`src/rtl/rsp_hw_fifo_pkg.sv`:
```
package rsp_hw_fifo_pkg;

  typedef enum logic [1:0] {
    RSP_NONE      = 2'd0,
    RSP_SHORT_CRC = 2'd1,
    RSP_LONG      = 2'd2,
    RSP_SHORT_RAW = 2'd3
  } rspKind_e;

  // Strobes handed from the control to the datapath each cycle
  typedef struct packed {
    logic load;     // capture a new response into the slots
    logic advance;  // shift the slots one place towards the head
    logic longFmt;  // the response being loaded is the long format
    logic empty;    // no unread entry remains
  } fifoCtl_t;

endpackage

```
`src/rtl/rsp_hw_fifo_ctrl.sv`:
```
module rsp_hw_fifo_ctrl
  import rsp_hw_fifo_pkg::*;
#(
  parameter int SLOTS       = 8,
  parameter int SHORT_SLOTS = 3
) (
  input  logic       clk,
  input  logic       rstN,
  input  logic       rspValid,
  input  logic [1:0] rspKind,
  input  logic       popReq,
  output fifoCtl_t   ctl
);

  localparam int CNT_W = $clog2(SLOTS + 1);
  localparam logic [CNT_W-1:0] FULL_CNT  = CNT_W'(SLOTS);
  localparam logic [CNT_W-1:0] SHORT_CNT = CNT_W'(SHORT_SLOTS);

  logic [CNT_W-1:0] remain;
  rspKind_e         kind;

  assign kind = rspKind_e'(rspKind);

  always_comb begin
    ctl.load    = rspValid;
    ctl.longFmt = (kind == RSP_LONG);
    ctl.empty   = (remain == '0);
    ctl.advance = popReq && !rspValid && (remain != '0);
  end

  always_ff @(posedge clk) begin
    if (!rstN) begin
      remain <= '0;
    end else if (ctl.load) begin
      unique case (kind)
        RSP_NONE:                     remain <= '0;
        RSP_LONG:                     remain <= FULL_CNT;
        RSP_SHORT_CRC, RSP_SHORT_RAW: remain <= SHORT_CNT;
        default:                      remain <= '0;
      endcase
    end else if (ctl.advance) begin
      remain <= remain - 1'b1;
    end
  end

  a_r6_count_bound: assert property (@(posedge clk) disable iff (!rstN)
    remain <= FULL_CNT);

  a_r2_short_count: assert property (@(posedge clk) disable iff (!rstN)
    (rspValid && (rspKind == 2'd1 || rspKind == 2'd3)) |=> (remain == SHORT_CNT));

  a_r3_long_count: assert property (@(posedge clk) disable iff (!rstN)
    (rspValid && rspKind == 2'd2) |=> (remain == FULL_CNT));

  a_r5_empty_pop_holds: assert property (@(posedge clk) disable iff (!rstN)
    (popReq && !rspValid && remain == '0) |=> (remain == '0));

  a_r7_load_beats_pop: assert property (@(posedge clk) disable iff (!rstN)
    (rspValid && popReq && rspKind == 2'd2) |=> (remain == FULL_CNT));

  a_r8_single_step: assert property (@(posedge clk) disable iff (!rstN)
    (popReq && !rspValid && remain != '0) |=> (remain == $past(remain) - 1'b1));

endmodule

```
`src/rtl/rsp_hw_fifo_data.sv`:
```
module rsp_hw_fifo_data
  import rsp_hw_fifo_pkg::*;
#(
  parameter int HW_W        = 16,
  parameter int SLOTS       = 8,
  parameter int SHORT_SLOTS = 3,
  parameter int FRAME_W     = 136
) (
  input  logic               clk,
  input  logic               rstN,
  input  fifoCtl_t           ctl,
  input  logic [FRAME_W-1:0] rspBits,
  output logic [HW_W-1:0]    rdData
);

  localparam int LONG_TOP  = SLOTS * HW_W - 1;
  localparam int SHORT_TOP = SHORT_SLOTS * HW_W - 1;

  logic [HW_W-1:0] slot [SLOTS];

  for (genvar g = 0; g < SLOTS; g++) begin : g_slot
    logic [HW_W-1:0] longHw;
    logic [HW_W-1:0] shortHw;
    logic [HW_W-1:0] nextHw;

    assign longHw = rspBits[LONG_TOP - g*HW_W -: HW_W];

    if (g < SHORT_SLOTS) begin : g_short
      assign shortHw = rspBits[SHORT_TOP - g*HW_W -: HW_W];
    end else begin : g_noshort
      assign shortHw = '0;
    end

    if (g == SLOTS - 1) begin : g_tail
      assign nextHw = '0;
    end else begin : g_body
      assign nextHw = slot[g+1];
    end

    always_ff @(posedge clk) begin
      if (!rstN) begin
        slot[g] <= '0;
      end else if (ctl.load) begin
        slot[g] <= ctl.longFmt ? longHw : shortHw;
      end else if (ctl.advance) begin
        slot[g] <= nextHw;
      end
    end
  end

  assign rdData = ctl.empty ? '0 : slot[0];

  a_r8_shift_to_head: assert property (@(posedge clk) disable iff (!rstN)
    (ctl.advance && !ctl.load) |=> (slot[0] == $past(slot[1])));

  a_r3_long_head: assert property (@(posedge clk) disable iff (!rstN)
    (ctl.load && ctl.longFmt) |=> (slot[0] == $past(rspBits[LONG_TOP -: HW_W])));

endmodule

```
`src/rtl/rsp_hw_fifo.sv`:
```
module rsp_hw_fifo
  import rsp_hw_fifo_pkg::*;
#(
  parameter int HW_W        = 16,
  parameter int SLOTS       = 8,
  parameter int SHORT_SLOTS = 3,
  parameter int FRAME_W     = 136
) (
  input  logic               clk,
  input  logic               rstN,
  input  logic               rspValid,
  input  logic [1:0]         rspKind,
  input  logic [FRAME_W-1:0] rspBits,
  input  logic               popReq,
  output logic [HW_W-1:0]    rdData
);

  fifoCtl_t ctl;

  rsp_hw_fifo_ctrl #(
    .SLOTS       (SLOTS),
    .SHORT_SLOTS (SHORT_SLOTS)
  ) ctrl_i (
    .clk      (clk),
    .rstN     (rstN),
    .rspValid (rspValid),
    .rspKind  (rspKind),
    .popReq   (popReq),
    .ctl      (ctl)
  );

  rsp_hw_fifo_data #(
    .HW_W        (HW_W),
    .SLOTS       (SLOTS),
    .SHORT_SLOTS (SHORT_SLOTS),
    .FRAME_W     (FRAME_W)
  ) data_i (
    .clk     (clk),
    .rstN    (rstN),
    .ctl     (ctl),
    .rspBits (rspBits),
    .rdData  (rdData)
  );

  a_r4_none_reads_zero: assert property (@(posedge clk) disable iff (!rstN)
    (rspValid && rspKind == 2'd0) |=> (rdData == '0));

endmodule

```
`config.mk`:
```
export PLATFORM = sky130hd
export DESIGN_NAME = rsp_hw_fifo
export DESIGN_NICKNAME = d
export VERILOG_FILES = /design/src/rtl/rsp_hw_fifo_pkg.sv /design/src/rtl/rsp_hw_fifo_ctrl.sv /design/src/rtl/rsp_hw_fifo_data.sv /design/src/rtl/rsp_hw_fifo.sv
export SDC_FILE = /design/constraint.sdc
export NUM_CORES = 1
export LEC_CHECK = 0
export ABC_AREA = 0
export BUFFER_PORTS_ARGS = -buffer_cell sky130_fd_sc_hd__buf_2
export CAP_MARGIN = 20
export CORE_ASPECT_RATIO = 0.7
export CORE_MARGIN = 8
export CORE_UTILIZATION = 53
export DETAILED_ROUTE_END_ITERATION = 6
export PLACE_DENSITY = 0.78
export SYNTH_ARGS = -nofsm -noshare
export SYNTH_HDL_FRONTEND = slang
export SYNTH_SLANG_ARGS = --single-unit
```
`constraint.sdc`:
```
create_clock -name clk -period 6.7 [get_ports clk]
set_clock_uncertainty 0.15 [all_clocks]
set_input_delay 1.34 -clock clk [delete_from_list [all_inputs] [get_ports clk]]
set_output_delay 1.34 -clock clk [all_outputs]
set_load 0.01 [all_outputs]
```
-- After elaboration in Yosys (flattened, before gate mapping)
Memory sizes are Yosys's and may differ from the RTL's.
Cells that the tools add are included.
- register bits after elaboration: 4
- bits in latches: 0
- word-level logic and storage cells: 66
- ROM bits: 0
- bits in writable memories: 128
- memories: 1
- output and inout port bits: 16
- memories (memory ; words ; width ; rd ports ; clocked after Yosys merged registers in ; write ports ; RTL line ; text):
    data_i.slot ; 8 ; 16 ; 8 ; 0 ; 8 ; rsp_hw_fifo_data.sv:19 ; logic [HW_W-1:0] slot [SLOTS];
- $mul: 0
- add/subtract/negate cells: 1
- bitwise gates (word level): 16
- mux-type cells: 36
- eq/ne operators: 3
- divide/modulo/power cells: 0
- shifts and indexed selects: 0
- $lt $le $gt $ge: 0
- reduce and logical (&&, ||, !) cells: 8
- operators with widths (operator ; count):
    $mux 16 ; 25
    $or 1x1->1 ; 16
    $pmux 4 s3 ; 1
    $mux 1 ; 8
    $mux 4 ; 2
    $eq 2x2->1 const B ; 2
    $logic_not 4->1 ; 1
    $reduce_bool 4->1 ; 1
    $sub 4x1->4 const B ; 1
    $eq 2x1->1 const B ; 1
    $logic_and 1x1->1 ; 2
    $logic_not 2->1 ; 1
    $reduce_bool 2->1 ; 1
    $reduce_or 2->1 ; 1
    $logic_not 1->1 ; 1

-- Longest topological paths before layout
Gate-level depths: netlist (run 1).
- depth in word-level cells: 8
- gate-level depth with buffers: 7

-- By module
From an unflattened synthesis (run 1), not the netlist that was laid out.
- cells, all modules: 395
- area total of the unflattened synthesis: 6030.8 µm²
- modules (own cells, without submodules) (module ; area an instance (µm²) ; times used ; cells an instance ; seq. area each (µm²)):
    rsp_hw_fifo_data ; 5740.5 ; 1 ; 359 ; 3843.7
    rsp_hw_fifo_ctrl ; 290.3 ; 1 ; 36 ; 80.1

-- Least setup slack after synthesis (run 1)
Ideal clock, no wire load.
- path type: input port to flip-flop
- start point: input port rspValid
- end point: memory data_i.slot[0][0] (enable)
- required time: 5261 ps
- library setup time: 1289 ps
- data arrival time: 4119 ps
- setup slack: 1142 ps
- cell stages on the path: 3
- path through: buf_4 -> inv_1 -> nand3_1
- RTL lines (element ; RTL line ; text):
    start, declared ; rsp_hw_fifo.sv:11 ; input logic rspValid,
    end, declared ; rsp_hw_fifo_data.sv:19 ;

-- Worst setup path in the final report (run 1)
- start point: register ctrl_i.remain[0]
- end point: output port rdData[6]
- word-level cells in the longest chain between the ends: 2
- RTL lines (element ; RTL line ; text):
    start, declared ; rsp_hw_fifo_ctrl.sv:19 ; logic [CNT_W-1:0] remain;
    start signal, assigned ; rsp_hw_fifo_ctrl.sv:42 ; remain <= remain - 1'b1;
    $logic_not 4->1 ; rsp_hw_fifo_ctrl.sv:27 ; ctl.empty = (remain == '0);
    $mux 16 ; rsp_hw_fifo_data.sv:51 ; assign rdData = ctl.empty ? '0 : slot[0];
    end, declared ; rsp_hw_fifo.sv:15 ; output logic [HW_W-1:0] rdData
No other way between the ends.

==> impl_metrics.json, run 1 <==
{
  "initial_utilization_pct": 53.5,
  "num_antenna_cells": 0,
  "rsz0062_at_grt": "no",
  "drv_cap": 0,
  "place_ws_ns": 2.79,
  "routabilityCongestion": 0.769,
  "min_period_ns": 3.49,
  "post-route-period-util_pct": 52.1,
  "setup_viol": 0,
  "clkSinkCount": 132,
  "fill_cells": 868,
  "worstSkewPairLatency_ns": 0.41,
  "relSlewSlack_pct": 42.5,
  "power_w": 0.00217,
  "grt_max_degree": 113,
  "wl_per_cell_um": 21.2,
  "tritoncts": "done",
  "yosys-top-cells-area": "edfxtp_1 (63%), and2_1 (8.2%), a221o_1 (7.8%)",
  "grt_pass1_wl_um": 23600,
  "synth.distinct_cells": 37,
  "ys.flop_type": "edfxtp_1",
  "multiInputGateArea_um2": 2000,
  "dp_hpwl_um": 10400,
  "min-delay-start": "data_i.slot[7][13]$_SDFFCE_PP0P_",
  "hold_viol": 0,
  "chipWidth_um": 145,
  "yosys.cell_count.top_type": "edfxtp_1",
  "synthArstFlopShare_pct": 0,
  "syn_nets": 578,
  "drive_above_1_share_pct": 33.4,
  "ctsResizeCount": 0,
  "tns_ns": 0,
  "crit_buf_inv": 2,
  "cp.arrival_ns": 2.00,
  "post_cts_buffers": 0,
  "antenna_found_initial": 1,
  "worstMarginPinSlew_ns": 0.863,
  "synth_area_um2": 6140,
  "cpMaxStageDelayCell": "or3b_4",
  "wl_um": 15600,
  "rows": 33,
  "antenna_left": 0,
  "yosys-top-cells-count": "edfxtp_1 (128), and2_1 (80), a221o_1 (48), a22o_1 (48), nand3_1 (21)",
  "numPortBuffers": 149,
  "synth_top_cell_area_share_pct": 62.6,
  "hold_buffers": 0,
  "startpoint": "ctrl_i.remain[0]$_SDFFE_PN0P_",
  "critPathLaunchType": "flop",
  "hold_class": "flop to flop",
  "min_delay_path_depth": 1,
  "die_area_um2": 15300,
  "drc": 0,
  "path_depth": 5,
  "drtIter0Drc": 405,
  "vdd_drop_max_mv": 0.213,
  "power.density_nw_per_um2": 287,
  "critical_path.top_delay_family": "simple AND/OR/NAND/NOR gates",
  "syn_avg_cell_area_um2": 14.1,
  "vias_per_cell": 5.94,
  "worst-setup-path-type": "flop to output port",
  "fmax_mhz": 286,
  "cts_buffers": 17,
  "outcome": "finished clean",
  "nNetsFinal": 709,
  "grt_pass1_vias": 4389,
  "cp_max_fo": 39,
  "ys_warn_count": 0,
  "synth_area_leader_cell": "edfxtp_1",
  "first_pass_iters": 5,
  "num_vias": 4357,
  "cts_root_buffer": "clkbuf_16",
  "crit_path_end_kind": "output port",
  "setup_slack_ns": 3.21,
  "crit_required_ns": 5.21,
  "reg2regPathDepth": 6,
  "critical-path-max-stage-delay_ns": 0.58,
  "seqCellArea_um2": 3920,
  "clockBufferDepth": 2,
  "grt_usage_pct": 20.3,
  "grt_overflow": 0,
  "ys_ff_latch": 132,
  "crit_path_cell_trace": "inv_1 > ha_1 > or3b_4 > and2_1 > buf_2",
  "syn_to_final_growth_pct": 23.2,
  "io_pins": 158,
  "r2r_start": "ctrl_i.remain[0]$_SDFFE_PN0P_",
  "h-tree-depth": 4,
  "die_h_um": 106,
  "p_leak_nw": 3.11,
  "synth_edf_count": 128,
  "ys_seq_area_share_pct": 63.9,
  "syn_inst": 434,
  "design.core.area_um2": 11500,
  "clk_pin_slew_ns": 0.05,
  "final-max-slew-violation-count": 0
}
-- final timing paths --
path	slack, ns	to
min	0.39	data_i.slot[6][13]$_DFFE_PP_
min reg2reg	0.39	data_i.slot[6][13]$_DFFE_PP_
max	3.21	rdData[6]
max reg2reg	3.45	data_i.slot[0][10]$_DFFE_PP_
-- sequential cells by signal, summed over array words and instances, names as in the netlist --
| signal | count |
|---|---|
| data_i.slot | 128 |
| ctrl_i.remain | 4 |
-- metrics by stage --
stage / cell area (µm²) / instances / hold WS (ns) / utilization (%)
final: 7560 / 734 / 0.389 / 65.9
after global routing: 7560 / 734 / 0.397 / 65.9
after CTS: 7510 / 731 / 0.389 / 65.4
after detailed placement: 6900 / 700 / 0.377 / 60.1
after global placement: 6900 / 700 / 0.371 / 60.1
after floorplan: 6140 / 434 / 0.368 / -
-- placed cells by master (no fill, tap or decap), types with 4 or more instances in the layout --
cell / n
nand3_1: 20
buf_4: 4
and2_1: 80
o211ai_1: 16
bufinv_16: 4
buf_2: 149
edfxtp_1: 128
clkbuf_16: 17
clkinvlp_4: 4
a22o_1: 48
a211oi_1: 17
dfxtp_1: 4
inv_1: 4
a221o_1: 48
-- logic make-up after synthesis --
logic type,Yosys count,synth area share [%]
xor+xnor,1,0.143
flops,132,63.9
simple gates,115,11.9
compound gates,137,19.7
buf+inv,47,3.87
fa+ha+maj,2,0.408
-- where the power goes --
part           switching [W]  leakage, nW  internal [W]
clock network       0.000349        0.287      0.000618
logic               0.000113         1.34     0.0000778
registers          0.0000235         1.48      0.000985
total               0.000485         3.11       0.00168
-- per-layer routing --
layer / GRT usage [%] / vias up / part of all wire (%)
met3: 5.95 / 21 / 11
met2: 28.9 / 222 / 44
met1: 28.8 / 2090 / 44
met4: 7.33 / 2 / 1.5
li1: - / 2022 / -
met5: 0 / - / 0.064
-- area by class of cell --
type / instances / area share (%)
Sequential cell: 132 / 51.9
Multi-Input combinational cell: 255 / 26.4
Timing Repair Buffer: 155 / 10.8
Clock buffer: 17 / 5.63
Tap cell: 157 / 2.60
Clock inverter: 14 / 2.45
Inverter: 4 / 0.199
-- worst reg2reg max path: cells and delay by family, from the launching register on --
| family | cells | cell delay, ns |
|---|---|---|
| buffers and inverters | 2 | 0.90 |
| flip-flops | 1 | 0.33 |
| adder cells (fa/ha/maj) | 1 | 0.22 |
| AND/OR/NAND/NOR | 3 | 1.22 |
Note: power is estimated with default switching activity, not from simulation.
==> run 2, diff against run 1 <==
--- a/config.mk
+++ b/config.mk
@@ -10,9 +10,9 @@
 export CAP_MARGIN = 20
 export CORE_ASPECT_RATIO = 0.7
 export CORE_MARGIN = 8
-export CORE_UTILIZATION = 53
+export CORE_UTILIZATION = 48
 export DETAILED_ROUTE_END_ITERATION = 6
-export PLACE_DENSITY = 0.78
+export PLACE_DENSITY = 0.74
 export SYNTH_ARGS = -nofsm -noshare
 export SYNTH_HDL_FRONTEND = slang
 export SYNTH_SLANG_ARGS = --single-unit
==> constraint.sdc (replaced) <==
create_clock -name clk -period 3.1 [get_ports clk]
set_clock_uncertainty 0.15 [all_clocks]
set_input_delay 0.62 -clock clk [delete_from_list [all_inputs] [get_ports clk]]
set_output_delay 0.62 -clock clk [all_outputs]
set_load 0.01 [all_outputs]
==> impl_metrics.json, run 2 (same netlist as run 1, synthesis figures left out) <==
{
  "outcome": "finished clean",
  "design.core.area_um2": 12500,
  "rows": 34,
  "num_antenna_cells": 0,
  "cts_root_buffer": "clkbuf_16",
  "place_inst": 712,
  "cts_buffers": 17,
  "numPortBuffers": 149,
  "worstSkewPairLatency_ns": 0.40,
  "p_leak_nw": 3.10,
  "antenna_found_initial": 1,
  "crit_path_end_kind": "output port",
  "die_h_um": 111,
  "hold_buffers": 0,
  "cp_max_fo": 33,
  "grt_overflow": 0,
  "cp.arrival_ns": 2.07,
  "vdd_drop_max_mv": 0.449,
  "min-delay-start": "rspKind[0]",
  "worst-r2r-setup-slack_ns": 0.62,
  "grt_usage_pct": 18.1,
  "clockBufferDepth": 2,
  "layout_commonest_cell": "buf_2",
  "grt_max_degree": 113,
  "min_delay_path_depth": 3,
  "wl_um": 15200,
  "clk_pin_slew_ns": 0.06,
  "drive_above_1_share_pct": 33.9,
  "syn_to_final_growth_pct": 22.9,
  "nNetsFinal": 713,
  "r2r_start": "ctrl_i.remain[0]$_SDFFE_PN0P_",
  "grt_pass1_vias": 4171,
  "dp_hpwl_um": 10300,
  "worstMarginPinSlew_ns": 0.776,
  "top_register": "data_i.slot",
  "post-route-period-util_pct": 91.5,
  "hold_class": "input pin to flop",
  "crit_path_cell_trace": "inv_1 > ha_1 > or3b_4 > buf_4 > and2_1 > buf_2",
  "crit_required_ns": 2.33,
  "io_pins": 158,
  "worstHoldEndpoint": "ctrl_i.remain[1]$_SDFFE_PN0P_",
  "critical-path-max-stage-delay_ns": 0.43,
  "clkSinkCount": 132,
  "cpMaxStageDelayCell": "or3b_4",
  "wl_per_cell_um": 20.5,
  "final-max-slew-violation-count": 0,
  "first_pass_iters": 5,
  "tns_ns": 0,
  "ctsResizeCount": 0,
  "power.density_nw_per_um2": 588,
  "fill_cells": 999,
  "drc": 0,
  "h-tree-depth": 4,
  "reg2regPathDepth": 6,
  "antenna_left": 0,
  "relSlewSlack_pct": 48.1,
  "worst-setup-path-type": "flop to output port",
  "vias_per_cell": 5.76,
  "grt_pass1_wl_um": 23300,
  "num_vias": 4277,
  "critical_path.top_delay_family": "simple AND/OR/NAND/NOR gates",
  "final_cells": 743,
  "fmax_mhz": 353,
  "hold_viol": 0,
  "crit_buf_inv": 3,
  "r2r_end": "data_i.slot[4][3]$_SDFFCE_PN0P_",
  "critPathLaunchType": "flop",
  "routabilityCongestion": 0.792,
  "largest_reg_flops": 128,
  "initial_utilization_pct": 49.2,
  "chipWidth_um": 151,
  "rsz0062_at_grt": "no",
  "drv_cap": 0,
  "die_area_um2": 16700,
  "setup_viol": 0,
  "post_cts_buffers": 0,
  "reg_top3": "data_i.slot x128, ctrl_i.remain x4",
  "tritoncts": "done",
  "min_period_ns": 2.84,
  "drtIter0Drc": 414,
  "final_cell_mix": "buf_2 (149), edfxtp_1 (128), and2_1 (80)"
}
run 2: changes by cell type in the layout (fill, tap and decap cells not counted):
cell / before / now
clkinv_1: 2 / 0
clkbuf_1: 0 / 2
buf_4: 4 / 7
buf_12: 2 / 3
bufinv_16: 4 / 1
clkinvlp_4: 4 / 5
clkinv_2: 2 / 3
clkinv_4: 0 / 1
run 2: worst max path at each step:
stage | startpoint | endpoint | slack (ns) | depth (start not counted)
after detailed placement | ctrl_i.remain[0]$_SDFFE_PN0P_ | data_i.slot[1][4]$_DFFE_PP_ | 0.65 | 6
after CTS | ctrl_i.remain[0]$_SDFFE_PN0P_ | rdData[5] | 0.26 | 6
after global placement | rspValid | data_i.slot[5][1]$_DFFE_PP_ | 0.71 | 5
final | ctrl_i.remain[0]$_SDFFE_PN0P_ | rdData[5] | 0.26 | 6
after floorplan | ctrl_i.remain[0]$_SDFFE_PN0P_ | data_i.slot[0][0]$_DFFE_PP_ | 0.15 | 7
after global routing | ctrl_i.remain[0]$_SDFFE_PN0P_ | rdData[12] | 0.15 | 6
run 2: worst register-to-register path: stages, from the launching register on:
cell	delay, ns
dfxtp_1	0.32
inv_1	0.12
ha_1	0.18
or3b_4	0.43
buf_4	0.26
a21oi_2	0.60
a211oi_1	0.13
run 2: area by class of cell:
| type | instances | area, µm² | share of cell area [%] |
|---|---|---|---|
| sequential | 132 | 3920 | 52.0 |
| clock buffer | 19 | 433 | 5.74 |
| multi-input combinational | 255 | 2000 | 26.5 |
| clock inverter | 12 | 109 | 1.44 |
| inverter | 4 | 15.0 | 0.199 |
| tap | 162 | 203 | 2.69 |
| timing repair buffer | 159 | 858 | 11.4 |
run 2: through the flow:
step	utilization, %	instance area, µm²	hold WS, ns	power, W	worst slack [ns]
after global routing	60.5	7540	0.340	0.00459	0.149
final	60.5	7540	0.355	0.00443	0.264
after CTS	60.5	7540	0.339	0.00445	0.264
after global placement	56.1	7000	0.372	0.00262	0.713
after detailed placement	56.1	7000	0.376	0.00263	0.647
after floorplan	-	6150	0.368	0.00244	0.151
run 2: power breakdown:
part           total, W  internal, W  switching [W]
clock           0.00183      0.00110       0.000736
sequential      0.00218      0.00213      0.0000494
combinational  0.000421     0.000177       0.000244
run 2: metal layers:
layer  vias up  wire [µm]  GRT usage, %
li1       2023          -             -
met1      2037       7120          27.3
met2       195       6470          24.4
met3        20       1420          6.00
met4         2        208          4.34
met5         -         13             0
